[src/rtl/tmr_pkg.sv]
package tmr_pkg;
    localparam int ADDR_W = 3;

    // register addresses
    localparam logic [ADDR_W-1:0] A_CTRL   = 3'd0;
    localparam logic [ADDR_W-1:0] A_RELOAD = 3'd1;
    localparam logic [ADDR_W-1:0] A_PRESC  = 3'd2;
    localparam logic [ADDR_W-1:0] A_CMP    = 3'd3;
    localparam logic [ADDR_W-1:0] A_FLAGS  = 3'd4;
    localparam logic [ADDR_W-1:0] A_EVENT  = 3'd5;
    localparam logic [ADDR_W-1:0] A_COUNT  = 3'd6;

    // compare modes
    localparam logic [2:0] OC_FROZEN = 3'd0;
    localparam logic [2:0] OC_SET    = 3'd1;
    localparam logic [2:0] OC_CLR    = 3'd2;
    localparam logic [2:0] OC_TOGGLE = 3'd3;
    localparam logic [2:0] OC_PWM    = 3'd4;
endpackage

[src/rtl/tmr_prescale.sv]
module tmr_prescale #(
    parameter int W = 16
) (
    input  logic         clk,
    input  logic         rst_n,
    input  logic         cnt_en,
    input  logic         clear,
    input  logic         load,
    input  logic [W-1:0] div_new,
    output logic         tick
);
    typedef struct packed {
        logic [W-1:0] cnt;
        logic [W-1:0] div_sh;
    } ps_t;

    ps_t s_d, s_q;

    always_comb begin
        s_d  = s_q;
        tick = cnt_en && (s_q.cnt == s_q.div_sh);
        if (clear || tick)
            s_d.cnt = '0;
        else if (cnt_en)
            s_d.cnt = s_q.cnt + 1'b1;
        if (load)
            s_d.div_sh = div_new;
    end

    always_ff @(posedge clk or negedge rst_n) begin
        if (!rst_n)
            s_q <= '0;
        else
            s_q <= s_d;
    end
endmodule

[src/rtl/tmr_compare.sv]
module tmr_compare #(
    parameter int W = 16
) (
    input  logic         clk,
    input  logic         rst_n,
    input  logic         match,
    input  logic [2:0]   mode,
    input  logic         pol,
    input  logic [W-1:0] count,
    input  logic [W-1:0] cmp,
    output logic         pin
);
    import tmr_pkg::*;

    typedef struct packed {
        logic lvl;
    } oc_t;

    oc_t  s_d, s_q;
    logic ref_lvl;

    always_comb begin
        s_d = s_q;
        if (match) begin
            case (mode)
                OC_SET:    s_d.lvl = 1'b1;
                OC_CLR:    s_d.lvl = 1'b0;
                OC_TOGGLE: s_d.lvl = ~s_q.lvl;
                default:   s_d.lvl = s_q.lvl;
            endcase
        end
        ref_lvl = (mode == OC_PWM) ? (count < cmp) : s_q.lvl;
        pin     = ref_lvl ^ pol;
    end

    always_ff @(posedge clk or negedge rst_n) begin
        if (!rst_n)
            s_q <= '0;
        else
            s_q <= s_d;
    end
endmodule

[src/rtl/pwm_timer.sv]
module pwm_timer #(
    parameter int CNT_W = 16
) (
    input  logic             clk,
    input  logic             rst_n,
    input  logic             cnt_en,
    input  logic             wr_en,
    input  logic [2:0]       addr,
    input  logic [CNT_W-1:0] wdata,
    output logic [CNT_W-1:0] rdata,
    output logic             tmr_out,
    output logic             upd_flag,
    output logic             cmp_flag
);
    import tmr_pkg::*;

    localparam int CTRL_W = 5;

    typedef struct packed {
        logic [CNT_W-1:0] cnt;
        logic [CNT_W-1:0] per;
        logic [CNT_W-1:0] per_sh;
        logic [CNT_W-1:0] psc;
        logic [CNT_W-1:0] cmp;
        logic             preload;
        logic [2:0]       mode;
        logic             pol;
        logic             updf;
        logic             cmpf;
    } tm_t;

    tm_t  s_d, s_q;
    logic tick, force_upd, wrap, match, upd_evt, clr_upd;
    logic [CNT_W-1:0] count_w, cmp_w;
    logic [2:0]       mode_w;
    logic             pol_w;

    assign count_w = s_q.cnt;
    assign cmp_w   = s_q.cmp;
    assign mode_w  = s_q.mode;
    assign pol_w   = s_q.pol;

    always_comb begin
        force_upd = wr_en && (addr == A_EVENT) && wdata[0];
        clr_upd   = wr_en && (addr == A_FLAGS) && wdata[0];
        wrap      = tick && !force_upd && (s_q.cnt == s_q.per_sh);
        match     = tick && !force_upd && (s_q.cnt == s_q.cmp);
        upd_evt   = force_upd || wrap;

        s_d = s_q;
        if (force_upd || wrap)
            s_d.cnt = '0;
        else if (tick)
            s_d.cnt = s_q.cnt + 1'b1;
        if (upd_evt)
            s_d.per_sh = s_q.per;

        if (wr_en) begin
            case (addr)
                A_CTRL: begin
                    s_d.preload = wdata[0];
                    s_d.mode    = wdata[3:1];
                    s_d.pol     = wdata[4];
                end
                A_RELOAD: begin
                    s_d.per = wdata;
                    if (!s_q.preload)
                        s_d.per_sh = wdata;
                end
                A_PRESC: s_d.psc = wdata;
                A_CMP:   s_d.cmp = wdata;
                A_FLAGS: begin
                    if (wdata[0]) s_d.updf = 1'b0;
                    if (wdata[1]) s_d.cmpf = 1'b0;
                end
                default: ;
            endcase
        end
        if (upd_evt) s_d.updf = 1'b1;
        if (match)   s_d.cmpf = 1'b1;
    end

    always_ff @(posedge clk or negedge rst_n) begin
        if (!rst_n) begin
            s_q        <= '0;
            s_q.per    <= '1;
            s_q.per_sh <= '1;
        end else begin
            s_q <= s_d;
        end
    end

    tmr_prescale #(.W(CNT_W)) u_psc (
        .clk     (clk),
        .rst_n   (rst_n),
        .cnt_en  (cnt_en),
        .clear   (force_upd),
        .load    (upd_evt),
        .div_new (s_q.psc),
        .tick    (tick)
    );

    tmr_compare #(.W(CNT_W)) u_oc (
        .clk   (clk),
        .rst_n (rst_n),
        .match (match),
        .mode  (mode_w),
        .pol   (pol_w),
        .count (count_w),
        .cmp   (cmp_w),
        .pin   (tmr_out)
    );

    always_comb begin
        case (addr)
            A_CTRL:   rdata = CNT_W'({pol_w, mode_w, s_q.preload});
            A_RELOAD: rdata = s_q.per;
            A_PRESC:  rdata = s_q.psc;
            A_CMP:    rdata = cmp_w;
            A_FLAGS:  rdata = CNT_W'({s_q.cmpf, s_q.updf});
            A_COUNT:  rdata = count_w;
            default:  rdata = '0;
        endcase
    end

    assign upd_flag = s_q.updf;
    assign cmp_flag = s_q.cmpf;

    // unused-width guard for the control field size
    if (CTRL_W > CNT_W) begin : g_bad_width
        initial $display("control field wider than data path");
    end
endmodule

[config.mk]
export PLATFORM = sky130hd
export DESIGN_NAME = pwm_timer
export DESIGN_NICKNAME = d
export VERILOG_FILES = /design/src/rtl/tmr_pkg.sv /design/src/rtl/tmr_prescale.sv /design/src/rtl/tmr_compare.sv /design/src/rtl/pwm_timer.sv
export SDC_FILE = /design/constraint.sdc
export NUM_CORES = 1
export LEC_CHECK = 0
export ABC_AREA = 1
export BUFFER_PORTS_ARGS = -buffer_cell sky130_fd_sc_hd__buf_2
export CAP_MARGIN = 30
export CORE_AREA = 2 2 114 116
export CTS_BUF_LIST = sky130_fd_sc_hd__clkbuf_4
export DETAILED_ROUTE_END_ITERATION = 16
export DIE_AREA = 0 0 116 118
export MAX_ROUTING_LAYER = met4
export PLACE_DENSITY = 0.78
export SYNTH_ARGS = -nofsm -noshare
export SYNTH_HDL_FRONTEND = slang
export SYNTH_HIERARCHICAL = 1
export SYNTH_SLANG_ARGS = --single-unit
[constraint.sdc]
create_clock -name clk -period 3.6 [get_ports clk]
set_input_delay 0.36 -clock clk [delete_from_list [all_inputs] [get_ports clk]]
set_output_delay 0.36 -clock clk [all_outputs]
set_load 0.05 [all_outputs]
==> impl_metrics.csv <==
group,metric,value,unit
grt,grt_max_degree,77,
pwr,vdd_drop_max,0.403,mV
route,wl_per_cell,15.6,um
synth,ys_types,45,
synth,synth_edf_count,0,
die,row_count,41,
setup_path,slowest_stage,"dfrtp_1",
clock_tree,numCtsBuffers,17,
sta,relSlewSlack,36.9,%
synth,syn_area,0.00705,mm2
pwr,p_comb_share,28.5,%
finish,final_cell_mix,"310 x nand2_1, 142 x inv_1, 88 x dfrtp_1",
synth,synth_nets,1006,
sta,period_needed,2.81,ns
route,antenna_left,0,
route,wirelength,18600,um
route,via_per_inst,5.30,
synth,synth.yosys.warnings,6,
sta,drv_slew,0,
finish,final_layout_size_suffix_gt1_share,14.1,%
grt,grt_pass1_wl,30400,um
pwr,p_leak,3.88,nW
setup_path,crit_path_end,"count_w[1]$_DFFE_PN0P_",
finish,layout.nets,1051,
pwr,power.internal,2.42,mW
pwr,seqPwrFrac,49.2,%
placed_design,io_buffers,41,
sta,skew,0.0197,ns
setup_path,critPathMaxFanout,31,
grt,overflow,0,
setup_path,critPathMaxStageDelay,0.46,ns
pwr,power_frac_clock,22.3,%
clock_tree,clkTransAtPathRegs,0.11,ns
clock_tree,cts_buffer_depth,2,
clock_tree,clock-root-buffer,"clkbuf_4",
grt,grt_usage,29.5,%
synth,avgSynthCellArea,7.29,um2
sta,tightest_slew,0.945,ns
setup_path,worstReg2RegEnd,"count_w[1]$_DFFE_PN0P_",
pwr,switching_share,38.0,%
min_path,min_path_type,"in -> reg",
route,drt_pass1_iterations,6,
grt,first_global_vias,6141,
synth,synth_ff_type,"dfrtp_1",
die,initial_core_util,56.8,%
finish,fillerInstances,1163,
pwr,cellPowerDensity,506,mW/mm2
synth,synthArstFlopShare,100,%
setup_path,cp_cell_sequence,"inv_2 -> nand2_1 -> nor3b_1 -> nand3b_1 -> nor2_1 -> buf_4 -> nand2_1 -> nor2_1 -> nand3_2 -> nand2_2 -> buf_12 -> inv_1 -> nand3_1 -> nand2_1",
route,route.detailed.drc,0,
sta,min_period_over_period,78.1,%
sta,fmax,356,MHz
setup_path,reg2reg_depth,14,
finish,final_cell_count_no_fill,1196,
route,drt_iter0_drc,836,
clock_tree,ctsHtreeMaxLevel,4,
grt,antenna_found_initial,0,
clock_tree,clk_latency,0.55,ns
synth,ys_seq_elements,120,
synth,seq_area_frac_synth,43.2,%
placed_design,dp.final_hpwl,13500,um
placed_design,dp_cells,1159,
setup_path,end_kind,"register",
synth,syn_inst,966,
die,die_area,0.0137,mm2
route,num_vias,6334,
placed_design,gp_congestion,0.948,
setup_path,r2r_slack,0.79,ns
sta,setup_violations,0,
setup_path,crit_path_start,"u_psc/s_q[19]$_DFFE_PN0P_",
setup_path,setup.worst_path.class,"reg -> reg",
finish,layout_commonest_cell,"nand2_1",
die,die_h,118,um
die,die_width,116,um
setup_path,critPathLaunchType,"register",
clock_tree,cts_tree,"done",
outcome,status,"finished, final reports clean",
setup_path,crit_top_cell,"nand2_1",
sta,hold_viol_final,0,
job,drv_cap,0,
clock_tree,cts_setup_buffers,0,
clock_tree,cts.sinks,120,
setup_path,cp.arrival,3.26,ns
die,core-area,0.0124,mm2
finish,antenna_cells,0,
sta,grt_setup_unrepaired,"false",
pwr,netSwitchingPower,1.49,mW
setup_path,crit_required,4.05,ns
die,num_io_pins,42,
finish,syn2layout_area_growth,9.61,%
setup_path,r2r-start,"u_psc/s_q[19]$_DFFE_PN0P_",
sta,tns,0,ns
-- cells in the mapped netlist (all sizes together) (4+ instances only) --
| library cell | instances | area (um2) |
|---|---|---|
| nand2 | 314 | 1190 |
| inv | 152 | 571 |
| dfrtp | 88 | 2200 |
| nor2 | 83 | 342 |
| o21ai | 77 | 385 |
| nand3 | 59 | 305 |
| dfstp | 32 | 841 |
| ha | 17 | 213 |
| clkbuf | 16 | 61.3 |
| xor2 | 16 | 140 |
| buf | 15 | 91.3 |
| a22oi | 14 | 105 |
| nor3 | 12 | 76.3 |
| a21oi | 11 | 55.1 |
| xnor2 | 11 | 96.3 |
| nand4 | 8 | 50.1 |
| o221ai | 8 | 70.1 |
| nor3b | 5 | 42.5 |
| nand3b | 4 | 33.8 |
| nor4 | 4 | 25.0 |
| o2111ai | 4 | 35.0 |
| o22ai | 4 | 25.0 |
-- worst max-delay path, delay by kind of cell, from the launching register on --
kind	cells	cell delay, ns
buffers and inverters	4	0.63
flip-flops	1	0.46
AND/OR/NAND/NOR	10	1.63
-- worst min path at each step --
stage / end / start / slack [ns] / depth (start not counted)
6_report: s_q[53]$_DFF_PN1_ / wdata[14] / 0.02 / 3
3_3_place_gp: u_psc/s_q[27]$_DFFE_PN0P_ / rst_n / 0.40 / 1
4_1_cts: s_q[48]$_DFF_PN1_ / wdata[9] / 0.0009 / 3
5_1_grt: s_q[51]$_DFF_PN1_ / wdata[12] / 0.002 / 3
3_5_place_dp: u_psc/s_q[29]$_DFFE_PN0P_ / rst_n / 0.40 / 1
2_1_floorplan: cmp_flag$_DFFE_PN0P_ / rst_n / 0.06 / 0
-- flip-flops by register name, indices dropped and copies added (netlist names) --
register   flops
u_oc/s_q       1
count_w       16
mode_w         3
cmp_flag       1
cmp_w         16
pol_w          1
s_q           49
u_psc/s_q     32
upd_flag       1
-- through the flow --
| stage | instance area (um2) | util, % | total power, mW | hold slack, ns | worst slack [ns] |
|---|---|---|---|---|---|
| floorplan | 7050 | - | 2.69 | 0.0644 | 1.31 |
| global placement | 7420 | 59.7 | 3.00 | 0.398 | 0.870 |
| detailed placement | 7430 | 59.9 | 3.03 | 0.400 | 0.846 |
| CTS | 7680 | 61.9 | 3.90 | 0.000853 | 0.810 |
| global route | 7720 | 62.2 | 4.16 | 0.00200 | 0.527 |
| finish | 7720 | 62.2 | 3.91 | 0.0207 | 0.790 |
-- power by group through the flow --
| stage | Combinational [mW] | Clock, mW | Sequential (mW) |
|---|---|---|---|
| 6_report | 1.11 | 0.872 | 1.92 |
| 5_1_grt | 1.26 | 0.945 | 1.95 |
| 4_1_cts | 1.11 | 0.878 | 1.91 |
| 3_5_place_dp | 1.10 | 0 | 1.94 |
| 3_3_place_gp | 1.07 | 0 | 1.93 |
| 2_1_floorplan | 0.831 | 0 | 1.86 |
-- what timing repair did --
item                                   in CTS  in global routing
endpoints found under the hold margin      35                  4
hold buffers                                1                  4
gates resized for setup                     0                  0
-- cell families (layout without fill, tap and decap cells) --
kind of cell               after synthesis  count (layout)  share of synthesized area [%]
buffers and inverters                  184             242                           10.3
xor gates and xnor gates                27              27                           3.36
and+or+nand+nor                        491             491                           29.5
adders and majority gates               17              17                           3.02
DFF                                    120             120                           43.2
AOI/OAI and AO/OA                      126             126                           10.5
muxes                                    1               1                          0.160
-- routing by layer --
layer / vias to the layer above / part of all wire, % / global-route usage (%)
li1: 3142 / - / -
met1: 2912 / 44 / 39.4
met2: 240 / 46 / 44.3
met3: 40 / 7.0 / 7.42
met4: 0 / 2.1 / 9.60
met5: - / 0 / -
-- cell type report --
class / instances / area (um2) / share of cell area (%)
inverters: 153 / 574 / 7.44
clock buffers: 21 / 158 / 2.04
clock inverters: 11 / 83.8 / 1.09
multi-input cells: 662 / 3280 / 42.4
repair buffers: 57 / 373 / 4.83
flip-flops and latches: 120 / 3040 / 39.4
well taps: 172 / 215 / 2.79
No activity file was read; power rests on OpenSTA's default activity.
